--- config.mk ---
export PLATFORM = sky130hd
export DESIGN_NAME = usb_attach_detect
export DESIGN_NICKNAME = d
export VERILOG_FILES = /design/src/rtl/usbpd_pkg.sv /design/src/rtl/att_line_sampler.sv /design/src/rtl/att_window_qual.sv /design/src/rtl/att_port_fsm.sv /design/src/rtl/usb_attach_detect.sv
export SDC_FILE = /design/constraint.sdc
export NUM_CORES = 1
export LEC_CHECK = 0
export CAP_MARGIN = 30
export CELL_PAD_IN_SITES_DETAIL_PLACEMENT = 1
export CELL_PAD_IN_SITES_GLOBAL_PLACEMENT = 1
export CORE_UTILIZATION = 39
export DETAILED_ROUTE_END_ITERATION = 10
export GPL_TIMING_DRIVEN = 0
export PLACE_DENSITY = 0.84
export SYNTH_ARGS = -nofsm -noshare
export SYNTH_HDL_FRONTEND = slang
export SYNTH_SLANG_ARGS = --single-unit
--- constraint.sdc ---
create_clock -name clk -period 1.72 [get_ports clk]
set_input_delay 0.344 -clock clk [delete_from_list [all_inputs] [get_ports clk]]
set_output_delay 0.344 -clock clk [all_outputs]
set_load 0.03 [all_outputs]
--- src/rtl/usbpd_pkg.sv ---
package usbpd_pkg;

  // Sampled line state, encoded as {dp, dm}
  typedef enum logic [1:0] {
    LN_SE0   = 2'b00,
    LN_KLOW  = 2'b01,
    LN_JFULL = 2'b10,
    LN_SE1   = 2'b11
  } line_t;

  function automatic line_t classify(input logic dp, input logic dm);
    return line_t'({dp, dm});
  endfunction

  function automatic logic is_attach(input line_t s);
    return (s == LN_KLOW) || (s == LN_JFULL);
  endfunction

endpackage

--- src/rtl/att_line_sampler.sv ---
module att_line_sampler
  import usbpd_pkg::*;
(
  input  logic  clk,
  input  logic  rst,
  input  logic  tick,
  input  logic  dp,
  input  logic  dm,
  output line_t now_st,
  output line_t prev_st
);

  assign now_st = classify(dp, dm);

  // Line state seen at the previous tick; the bus is taken as idle SE0 at reset
  always_ff @(posedge clk) begin
    if (rst)       prev_st <= LN_SE0;
    else if (tick) prev_st <= now_st;
  end

  // the stored state moves only on a tick
  assert_prev_only_on_tick_R9: assert property (@(posedge clk) disable iff (rst)
    !tick |=> $stable(prev_st));

endmodule

--- src/rtl/att_window_qual.sv ---
module att_window_qual #(
  parameter int unsigned LIMIT = 120
) (
  input  logic clk,
  input  logic rst,
  input  logic tick,
  input  logic enable,
  input  logic start,
  input  logic step,
  output logic hit
);

  localparam int unsigned CW = $clog2(LIMIT + 1);
  localparam logic [CW-1:0] LIM_C = CW'(LIMIT);

  logic [CW-1:0] cnt;
  logic [CW-1:0] cnt_adv;

  // Count after this tick: continue the run, begin a new one, or drop it
  function automatic logic [CW-1:0] advance(input logic [CW-1:0] c,
                                            input logic st, input logic sp);
    if (sp) return c + 1'b1;
    if (st) return CW'(1);
    return '0;
  endfunction

  assign cnt_adv = advance(cnt, start, step);
  assign hit     = enable && tick && (cnt_adv == LIM_C);

  always_ff @(posedge clk) begin
    if (rst || !enable) cnt <= '0;
    else if (tick)      cnt <= hit ? '0 : cnt_adv;
  end

  // the count never reaches the limit without firing and clearing
  assert_cnt_below_limit_R3: assert property (@(posedge clk) disable iff (rst)
    cnt < LIM_C);

  // an enabled window holds its count through cycles with no tick
  assert_hold_without_tick_R9: assert property (@(posedge clk) disable iff (rst)
    (enable && !tick) |=> (!enable || $stable(cnt)));

  // a tick that neither starts nor continues a run leaves the count at zero
  assert_break_clears_R6: assert property (@(posedge clk) disable iff (rst)
    (enable && tick && !start && !step) |=> (cnt == '0));

endmodule

--- src/rtl/att_port_fsm.sv ---
module att_port_fsm
  import usbpd_pkg::*;
(
  input  logic  clk,
  input  logic  rst,
  input  logic  conn_hit,
  input  logic  disc_hit,
  input  line_t now_st,
  output logic  connected,
  output logic  low_speed,
  output logic  conn_chg,
  output logic  disc_chg
);

  always_ff @(posedge clk) begin
    if (rst) begin
      connected <= 1'b0;
      low_speed <= 1'b0;
      conn_chg  <= 1'b0;
      disc_chg  <= 1'b0;
    end else begin
      conn_chg <= 1'b0;
      disc_chg <= 1'b0;
      if (!connected && conn_hit) begin
        connected <= 1'b1;
        low_speed <= (now_st == LN_KLOW);
        conn_chg  <= 1'b1;
      end else if (connected && disc_hit) begin
        connected <= 1'b0;
        low_speed <= 1'b0;
        disc_chg  <= 1'b1;
      end
    end
  end

  // every rise of connected comes with exactly one connect pulse
  assert_conn_pulse_on_rise_R8: assert property (@(posedge clk) disable iff (rst)
    (connected && !$past(connected)) |-> conn_chg);

  // a detach pulse only follows a connected cycle and leaves the port idle
  assert_disc_pulse_on_fall_R8: assert property (@(posedge clk) disable iff (rst)
    disc_chg |-> (!connected && $past(connected)));

  // both pulses can never be high in the same cycle
  assert_pulses_exclusive_R8: assert property (@(posedge clk) disable iff (rst)
    !(conn_chg && disc_chg));

  // low_speed is meaningful only while connected and is frozen meanwhile
  assert_ls_needs_conn_R7: assert property (@(posedge clk) disable iff (rst)
    low_speed |-> connected);
  assert_ls_frozen_R7: assert property (@(posedge clk) disable iff (rst)
    (connected && $past(connected)) |-> (low_speed == $past(low_speed)));

  // a connect is never taken on an SE1 line state
  assert_no_se1_attach_R4: assert property (@(posedge clk) disable iff (rst)
    (!connected && conn_hit) |-> (now_st != LN_SE1));

endmodule

--- src/rtl/usb_attach_detect.sv ---
module usb_attach_detect
  import usbpd_pkg::*;
#(
  parameter int unsigned CONN_TICKS = 120,
  parameter int unsigned DISC_TICKS = 108
) (
  input  logic clk,
  input  logic rst,
  input  logic tick,
  input  logic dp,
  input  logic dm,
  output logic connected,
  output logic low_speed,
  output logic conn_chg,
  output logic disc_chg
);

  line_t now_st;
  line_t prev_st;
  logic  same_st;
  logic  attach_now;
  logic  se0_now;
  logic  se0_prev;
  logic  conn_hit;
  logic  disc_hit;

  att_line_sampler u_sampler (
    .clk     (clk),
    .rst     (rst),
    .tick    (tick),
    .dp      (dp),
    .dm      (dm),
    .now_st  (now_st),
    .prev_st (prev_st)
  );

  assign same_st    = (now_st == prev_st);
  assign attach_now = is_attach(now_st);
  assign se0_now    = (now_st == LN_SE0);
  assign se0_prev   = (prev_st == LN_SE0);

  // Connect window: one attach state held unchanged
  att_window_qual #(.LIMIT(CONN_TICKS)) u_conn_win (
    .clk    (clk),
    .rst    (rst),
    .tick   (tick),
    .enable (!connected),
    .start  (attach_now && !same_st),
    .step   (attach_now && same_st),
    .hit    (conn_hit)
  );

  // Detach window: SE0 held without a break
  att_window_qual #(.LIMIT(DISC_TICKS)) u_disc_win (
    .clk    (clk),
    .rst    (rst),
    .tick   (tick),
    .enable (connected),
    .start  (se0_now && !se0_prev),
    .step   (se0_now && se0_prev),
    .hit    (disc_hit)
  );

  att_port_fsm u_fsm (
    .clk       (clk),
    .rst       (rst),
    .conn_hit  (conn_hit),
    .disc_hit  (disc_hit),
    .now_st    (now_st),
    .connected (connected),
    .low_speed (low_speed),
    .conn_chg  (conn_chg),
    .disc_chg  (disc_chg)
  );

  // reset leaves the port idle with no pulse
  assert_reset_idle_R10: assert property (@(posedge clk)
    rst |=> (!connected && !low_speed && !conn_chg && !disc_chg));

  // a window fires only in the phase that owns it
  assert_hits_phase_R1: assert property (@(posedge clk) disable iff (rst)
    !(conn_hit && connected) && !(disc_hit && !connected));

endmodule

==> results.py, run 1 <==
metrics = {
    "grt": {
        "grt_first_pass_wirelength_um": 5640,
        "grt_usage": 0.220,
        "grt_pass1_vias": 1208,
        "antenna_found_initial": 0,
        "grt_overflow": 0,
        "grt_max_degree": 11,
    },
    "finish": {
        "design_area_um2": 1620,
        "diodes": 0,
        "final_cells": 205,
        "fill_cells": 369,
        "final_nets": 172,
        "area_delta_synth_final_pct": 29.0,
        "layout-drive-gt1-share": 0.304,
    },
    "pwr": {
        "cellPowerDensity_nw_per_um2": 490,
        "p_total_mw": 0.794,
        "peakVddDrop_v": 0.000311,
        "leakage_nw": 0.575,
    },
    "synthesis": {
        "synth_xor_area_frac": 0.0418,
        "synth-compound-area-share": 0.221,
        "seq_area_frac_synth": 0.319,
        "yosysTopAreaCellShare": 0.319,
        "syn_area_um2": 1260,
        "async_flop_share": 0,
        "syn_inst": 145,
        "yosysTopAreaCell": "dfxtp_1",
        "avgSynthCellArea_um2": 8.66,
        "synthFlopType": "dfxtp_1",
        "muxShareOfSynthArea": 0.0239,
        "synth_top_family_by_area": "simple AND/OR/NAND/NOR gates",
        "ys_seq_elements": 20,
        "synth-simple-area-share": 0.320,
        "yosys_warnings": 0,
        "syn_nets": 154,
        "ys_top_cells_by_area": "dfxtp_1 32%, ha_1 4.0%, a21oi_1 3.6%",
        "synth_cell_types": 51,
        "synth_edf_count": 0,
        "yosys.area_share.adder": 0.0398,
    },
    "clocking": {
        "cts_max_level": 1,
        "clockBufferDepth": 2,
        "clock-root-buffer": "clkbuf_4",
        "clk_pin_slew_worst_paths_ps": 110,
        "cts_tree": "yes",
        "insertion_delay_ps": 320,
        "cts_buffers": 3,
        "cts_sinks": 20,
    },
    "routing": {
        "viasPerCell": 5.82,
        "detail-route-antenna-nets": 0,
        "drc": 0,
        "wl_per_cell_um": 17.9,
        "dr.pass1.iters": 4,
        "totalWireLength_um": 3660,
        "detail_route.iter0.violations": 35,
        "vias": 1194,
    },
    "sta": {
        "fin_crit_sh": 1.04,
        "setup-violations-final": 4,
        "min_period_ps": 1790,
        "setup_tns_ps": -173,
        "hold_viol": 0,
        "fmax_mhz": 560,
        "fin_hold_ws_ps": 471,
        "rsz0062_at_grt": "yes",
        "clock_skew_ps": 3.25,
        "drv_slew": 0,
        "worst_pin_slew_ps": 457,
        "worst_slack_ps": -66.0,
        "timing.slew.headroom": 0.693,
    },
    "run_status": {
        "violations": "negative setup slack",
        "outcome": "finished, violations left",
    },
    "setup_path": {
        "worst-path-buf-inv": 0,
        "cp_cell_sequence": "ha_4 -> nor4bb_4 -> and3_4 -> a21oi_4 -> or3_4 -> a21oi_2",
        "cp-end-kind": "flip-flop",
        "crit_path_max_fanout": 4,
        "max_stage_delay_ps": 380,
        "critPathTopFamily": "simple AND/OR/NAND/NOR gates",
        "worstPathArrival_ps": 2040,
        "critPathLaunchType": "flip-flop",
        "worstPathRequired_ps": 1970,
        "slowest_stage": "dfxtp_4",
        "criticalPathCategory": "flip-flop to flip-flop",
    },
    "placement": {
        "io_buffers": 8,
        "placedCellCount": 197,
        "gp_congestion": 0.875,
        "dpl-instance-area_um2": 1400,
        "hpwlAfterDp_um": 2390,
    },
    "floorplanning": {
        "die-area_um2": 3450,
        "core_um2": 3050,
        "ios": 9,
        "die_width_um": 58.8,
        "start_util": 0.411,
        "die_y_um": 58.8,
        "placementRows": 20,
    },
    "hold_path": {
        "hp-class": "input port to flip-flop",
    },
    "run": {
        "maxCapViolCount": 0,
    },
}
-- cell families after synthesis --
kind of cell             Yosys count
adder cells (fa/ha/maj)            4
flip-flops                        20
AND/OR/NAND/NOR                   65
buffers and inverters             10
AO/OA/AOI/OAI                     37
XOR/XNOR                           6
multiplexers                       3
-- worst register-to-register path: cells and delay by family (launching register included) --
family          cells  cell delay (ps)
compound gates      2              220
fa+ha+maj           1              250
flops               1              380
simple gates        3              870
-- stage by stage --
stage,utilization,setup WS [ps]
after floorplan,-,-4.49
after global placement,0.458,-586
after detailed placement,0.458,-708
after CTS,0.500,-69.8
after global routing,0.531,-149
final,0.531,-66.0
-- cells in the mapped netlist (all sizes together), types with 2 or more instances --
cell type,n
a21oi,11
nand3,8
a31oi,2
o221ai,2
nand4b,2
buf,3
inv,4
o221a,2
or2b,5
nor2b,2
a21o,2
clkbuf,3
o21ai,3
a221o,2
nand2,10
nand2b,5
nor4bb,2
xnor2,5
a22o,3
nor3,4
and3,5
or3,4
o32a,2
dfxtp,20
mux2i,3
nor2,12
ha,4
-- path summary, 6_finish.rpt --
kind	startpoint	to	slack [ps]	depth (start not counted)
hold reg to reg	u_conn_win.cnt[2]	u_conn_win.cnt[2]	520	2
setup / recovery	u_conn_win.cnt[1]	u_fsm.connected	-70	6
setup reg to reg	u_conn_win.cnt[1]	u_fsm.connected	-70	6
hold / removal	dp	u_sampler.prev_st[1]	470	3
-- flip-flops by register name, summed over array words and instances (netlist names) --
| signal | count |
|---|---|
| u_fsm.conn_chg | 1 |
| u_fsm.connected | 1 |
| u_sampler.prev_st | 2 |
| u_fsm.low_speed | 1 |
| u_disc_win.cnt | 7 |
| u_conn_win.cnt | 7 |
| u_fsm.disc_chg | 1 |
-- power breakdown --
part	switching, mW	internal (mW)
clock network	0.152	0.0823
logic	0.0467	0.0414
registers	0.00746	0.464
-- routing by layer --
metal | vias to the layer above | wire length [µm] | GRT usage
met4 | 0 | 90 | 0.105
met3 | 7 | 110 | 0.0462
met5 | - | 0 | 0
met1 | 592 | 1690 | 0.275
li1 | 576 | - | -
met2 | 19 | 1780 | 0.360
-- timing repair --
action	CTS	global route
hold buffers	0	0
endpoints found under the setup margin	21	15
buffers inserted	3	2
pin swaps	5	4
cloned	0	0
resized for setup	23	17
-- layout by cell type, fill, tap and decap left out, drive strengths merged, types with 2 or more instances in the layout --
cell type	n
dfxtp	20
nor2	12
a21oi	11
nand2	10
buf	8
nand3	8
clkbuf	6
nand2b	5
xnor2	5
or2b	5
and3	5
inv	4
dlygate4sd2	4
nor3	4
or3	4
ha	4
mux2i	3
a22o	3
clkdlybuf4s50	3
o21ai	3
o221ai	2
nand4b	2
o32a	2
a21o	2
a31oi	2
a221o	2
o221a	2
nor2b	2
nor4bb	2
-- layout make-up --
type,instances,area (µm²),area share
Clock buffer,3,22.5,0.0139
Tap cell,44,55.1,0.0340
Timing Repair Buffer,13,115,0.0710
Sequential cell,20,417,0.257
Buffer,6,30.0,0.0185
Multi-Input combinational cell,115,966,0.596
Inverter,4,15.0,0.00927
Power figures use the tool's default switching activity.
==> run 2, diff against run 1 <==
- CORE_MARGIN: unset -> 2
==> results.py, run 2 (same netlist as run 1, synthesis figures left out) <==
metrics = {
    "sta": {
        "timing.slew.headroom": 0.688,
        "fmax_mhz": 544,
        "rsz0062_at_grt": "yes",
        "worst_slack_ps": -117,
        "hold_viol": 0,
        "worst_pin_slew_ps": 469,
        "fin_crit_sh": 1.07,
        "fin_hold_ws_ps": 515,
        "clock_skew_ps": 0.998,
        "setup-violations-final": 11,
        "drv_slew": 0,
        "min_period_ps": 1840,
    },
    "routing": {
        "dr.pass1.iters": 4,
        "vias": 1295,
        "totalWireLength_um": 4230,
        "detail_route.iter0.violations": 73,
        "viasPerCell": 6.08,
        "drc": 0,
        "detail-route-antenna-nets": 0,
        "wl_per_cell_um": 19.8,
    },
    "grt": {
        "grt_usage": 0.229,
        "grt_first_pass_wirelength_um": 6250,
        "grt_max_degree": 13,
        "grt_overflow": 0,
        "antenna_found_initial": 0,
        "grt_pass1_vias": 1260,
    },
    "setup_path": {
        "worstPathArrival_ps": 2090,
        "rrSetupSlack_ps": -120,
        "criticalPathCategory": "flip-flop to flip-flop",
        "critPathLaunchType": "flip-flop",
        "ff2ff_path_depth": 6,
        "worstPathRequired_ps": 1970,
        "cp-end-kind": "flip-flop",
        "crit_path_max_fanout": 4,
    },
    "finish": {
        "layout_commonest_cell": "dfxtp_1",
        "diodes": 0,
        "multi_input_area_um2": 1010,
        "final_cell_mix": "13 x dfxtp_1, 12 x nor2_1, 10 x buf_4",
        "top_regs": "u_conn_win.cnt x7, u_disc_win.cnt x7, u_sampler.prev_st x2",
        "layout-drive-gt1-share": 0.367,
        "final_nets": 179,
        "fill_cells": 358,
        "seqCellArea_um2": 424,
        "area_delta_synth_final_pct": 40.8,
    },
    "pwr": {
        "p_total_mw": 0.972,
        "switching_share": 0.236,
        "net-switching-power_mw": 0.229,
        "peakVddDrop_v": 0.000298,
        "power.internal_mw": 0.743,
        "power_frac_clock": 0.411,
        "combinationalPowerShare": 0.110,
        "leakage_nw": 0.643,
        "cellPowerDensity_nw_per_um2": 550,
        "pwr-share-seq": 0.479,
    },
    "run": {
        "maxCapViolCount": 0,
    },
    "floorplanning": {
        "die_y_um": 60.8,
        "placementRows": 20,
        "die-area_um2": 3690,
        "ios": 9,
        "die_width_um": 60.8,
        "core_um2": 3050,
        "start_util": 0.411,
    },
    "clocking": {
        "clockBufferDepth": 2,
        "cts_sinks": 20,
        "cts_tree": "yes",
        "cts_buffers": 3,
        "clock-root-buffer": "clkbuf_4",
        "cts_max_level": 1,
        "clk_pin_slew_worst_paths_ps": 130,
        "insertion_delay_ps": 300,
    },
    "run_status": {
        "outcome": "finished, violations left",
        "violations": "negative setup slack",
    },
    "hold_path": {
        "worstHoldPathCells": 2,
        "hp-class": "flip-flop to flip-flop",
    },
    "placement": {
        "io_buffers": 8,
        "hpwlAfterDp_um": 2410,
        "gp_congestion": 0.874,
    },
}
==> run 2: cell count changes in the layout (fill, tap and decap cells not counted), sizes merged <==
cell,change
buf,+7
bufinv,+1
==> run 2: repair_timing <==
action                     in CTS  in global routing
hold buffers                    0                  0
setup buffers                   8                  4
pin swaps                       8                 11
hold endpoints to repair        0                  0
resized for setup              35                 20
setup endpoints to repair      21                 15
==> run 2: path summary, 6_finish.rpt <==
check | start | endpoint
min reg2reg | u_conn_win.cnt[2] | u_conn_win.cnt[2]
max | u_conn_win.cnt[1] | u_fsm.low_speed
max reg2reg | u_conn_win.cnt[1] | u_fsm.low_speed
min | u_conn_win.cnt[2] | u_conn_win.cnt[2]
==> run 2: routing by layer <==
layer  part of all wire  track usage  routed length, µm  vias to the layer above
li1                   -            -                  -                      590
met2               0.51        0.379               2150                       47
met4              0.020       0.0745                 84                        0
met3              0.046       0.0320                195                        8
met1               0.43        0.308               1800                      650
met5                  0            0                  0                        -
==> run 2: critical path, stage by stage, from the launching register on <==
cell and delay [ps]:
dfxtp_4 380, ha_4 250, nor4bb_4 300, and3_4 250
a21oi_4 90, or3_4 370, o21ai_2 140
==> run 2: stage by stage <==
stage / cell area [µm²] / setup TNS (ps) / setup slack (ps) / utilization / cells
2_1_floorplan: 1260 / -4.49 / -4.49 / - / 145
3_3_place_gp: 1400 / -8560 / -610 / 0.458 / 197
3_5_place_dp: 1400 / -9510 / -639 / 0.458 / 197
4_1_cts: 1650 / -215 / -64.3 / 0.540 / 209
5_1_grt: 1770 / -1240 / -176 / 0.580 / 213
6_report: 1770 / -581 / -117 / 0.580 / 213
==> run 2: area by class of cell <==
cell class / count / share of cell area
Timing Repair Buffer: 20 / 0.101
Multi-Input combinational cell: 115 / 0.573
Sequential cell: 20 / 0.240
Clock inverter: 1 / 0.0170
Buffer: 6 / 0.0170
Tap cell: 44 / 0.0311
Inverter: 4 / 0.00849
Clock buffer: 3 / 0.0127
==> run 2: power by group through the flow <==
| stage | Sequential [mW] | Clock (mW) | Combinational (mW) |
|---|---|---|---|
| 2_1_floorplan | 0.483 | 0 | 0.0464 |
| 3_3_place_gp | 0.484 | 0 | 0.0711 |
| 3_5_place_dp | 0.485 | 0 | 0.0750 |
| 4_1_cts | 0.469 | 0.397 | 0.0944 |
| 5_1_grt | 0.467 | 0.417 | 0.115 |
| 6_report | 0.466 | 0.399 | 0.107 |
==> run 3, diff against run 2 <==
- SETUP_SLACK_MARGIN: unset -> 0.4
==> results.py, run 3 (same netlist as run 1, synthesis figures left out) <==
metrics = {
    "grt": {
        "grt_overflow": 0,
        "grt_max_degree": 12,
        "antenna_found_initial": 0,
        "grt_usage": 0.244,
        "grt_first_pass_wirelength_um": 6600,
        "grt_pass1_vias": 1295,
    },
    "clocking": {
        "hold_buffers": 0,
        "clock-root-buffer": "clkbuf_4",
        "cts_sinks": 20,
        "cts_buffers": 3,
        "cts_max_level": 1,
        "insertion_delay_ps": 320,
        "clockBufferDepth": 2,
        "clk_pin_slew_worst_paths_ps": 130,
        "cts_tree": "yes",
    },
    "placement": {
        "gp_congestion": 0.851,
        "io_buffers": 8,
        "place_ws_ps": -557,
        "placedCellCount": 197,
        "hpwlAfterDp_um": 2270,
    },
    "routing": {
        "totalWireLength_um": 4300,
        "viasPerCell": 5.92,
        "vias": 1278,
        "detail_route.iter0.violations": 54,
        "wl_per_cell_um": 19.9,
        "detail-route-antenna-nets": 0,
        "dr.pass1.iters": 4,
        "drc": 0,
    },
    "setup_path": {
        "cp-end-kind": "flip-flop",
        "worstPathRequired_ps": 1950,
        "critPathLaunchType": "flip-flop",
        "worst-path-buf-inv": 0,
        "crit_top_cell": "nor3_4",
        "ff2ff_path_depth": 6,
        "reg2reg_to": "u_disc_win.cnt[3]",
        "slowest_stage": "dfxtp_4",
        "criticalPathCategory": "flip-flop to flip-flop",
        "worstSetupPathDepth": 6,
        "critPathTopFamily": "compound AO/OA/AOI/OAI gates",
        "cp_cell_sequence": "ha_4 -> nand4b_1 -> nor3_4 -> o221a_4 -> nor3_4 -> a221o_1",
        "crit_path_max_fanout": 4,
        "max_stage_delay_ps": 380,
        "rrSetupSlack_ps": -120,
        "worstPathArrival_ps": 2060,
        "r2r-start": "u_disc_win.cnt[1]",
    },
    "run_status": {
        "outcome": "finished, violations left",
        "violations": "negative setup slack",
    },
    "floorplanning": {
        "start_util": 0.411,
        "die-area_um2": 3690,
        "ios": 9,
        "placementRows": 20,
        "die_y_um": 60.8,
        "die_width_um": 60.8,
        "core_um2": 3050,
    },
    "hold_path": {
        "hold-path-endpoint": "u_sampler.prev_st[1]",
        "hp-class": "input port to flip-flop",
        "hold_start": "dp",
        "worstHoldPathCells": 3,
    },
    "finish": {
        "top_regs": "u_conn_win.cnt x7, u_disc_win.cnt x7, u_sampler.prev_st x2",
        "final_cell_mix": "15 x buf_4, 11 x nor2_1, 10 x dfxtp_1",
        "final_util": 0.594,
        "diodes": 0,
        "area_delta_synth_final_pct": 44.3,
        "final_nets": 182,
        "layout_commonest_cell": "buf_4",
        "final_cells": 216,
        "layout-drive-gt1-share": 0.465,
    },
    "pwr": {
        "leakage_nw": 0.634,
        "peakVddDrop_v": 0.000524,
        "cellPowerDensity_nw_per_um2": 498,
    },
    "sta": {
        "hold_viol": 0,
        "fin_hold_ws_ps": 388,
        "clock_skew_ps": 5.87,
        "setup-violations-final": 10,
        "timing.slew.headroom": 0.670,
        "drv_slew": 0,
        "worst_slack_ps": -116,
        "rsz0062_at_grt": "yes",
        "setup_tns_ps": -563,
        "fmax_mhz": 545,
        "worst_pin_slew_ps": 494,
        "min_period_ps": 1840,
        "fin_crit_sh": 1.07,
    },
    "run": {
        "maxCapViolCount": 0,
    },
}
-- run 3: cell count changes in the layout (fill, tap and decap cells not counted), moves of 3 or more --
| cell | delta |
|---|---|
| buf_4 | +5 |
| dfxtp_1 | -3 |
| dfxtp_2 | +4 |
| clkdlybuf4s50_1 | -3 |
| xnor2_2 | -3 |
| clkbuf_4 | +3 |
-- run 3: worst register-to-register path, delay by kind of cell (launching register included) --
family                   cells  cell delay (ps)
AO/OA/AOI/OAI                2              580
adder cells (fa/ha/maj)      1              240
flip-flops                   1              380
AND/OR/NAND/NOR              3              560
-- run 3: worst max-delay path by stage --
stage | startpoint | end
floorplan | u_conn_win.cnt[1] | u_fsm.low_speed
global placement | dm | u_fsm.connected
detailed placement | dm | u_fsm.low_speed
CTS | u_disc_win.cnt[0] | u_disc_win.cnt[2]
global route | u_disc_win.cnt[1] | u_disc_win.cnt[3]
finish | u_disc_win.cnt[1] | u_disc_win.cnt[3]
-- run 3: report_power, final --
group          switching, mW  leakage [nW]  total [mW]  internal, mW
logic                 0.0638         0.445       0.126        0.0617
clock network          0.176        0.0210       0.306         0.130
registers            0.00957         0.168       0.472         0.462
total                  0.249         0.634       0.903         0.653
-- run 3: timing repair --
action / 4_1_cts / 5_1_grt
resized for setup: 46 / 32
pin swaps: 10 / 14
setup endpoints to repair: 24 / 21
buffers inserted: 10 / 5
-- run 3: area by class of cell --
class,instances,area (µm²)
flip-flops and latches,20,425
fillers,343,1240
inverters,4,15.0
well taps,44,55.1
repair buffers,23,176
plain buffers,6,38.8
clock buffers,4,36.3
multi-input cells,115,1070
-- run 3: per-stage QoR --
step / area (µm²) / total power, mW
floorplan: 1340 / 0.529
global placement: 1470 / 0.555
detailed placement: 1470 / 0.558
CTS: 1690 / 0.866
global route: 1810 / 0.924
finish: 1810 / 0.903
-- run 3: routing by layer --
metal  vias to the layer above  GRT usage  share of wire  routed length, µm
met2                        40      0.404           0.51               2190
li1                        594          -              -                  -
met4                         0     0.0776          0.024                103
met1                       632      0.327           0.43               1830
met3                        12     0.0362          0.041                176
met5                         -          0              0                  0
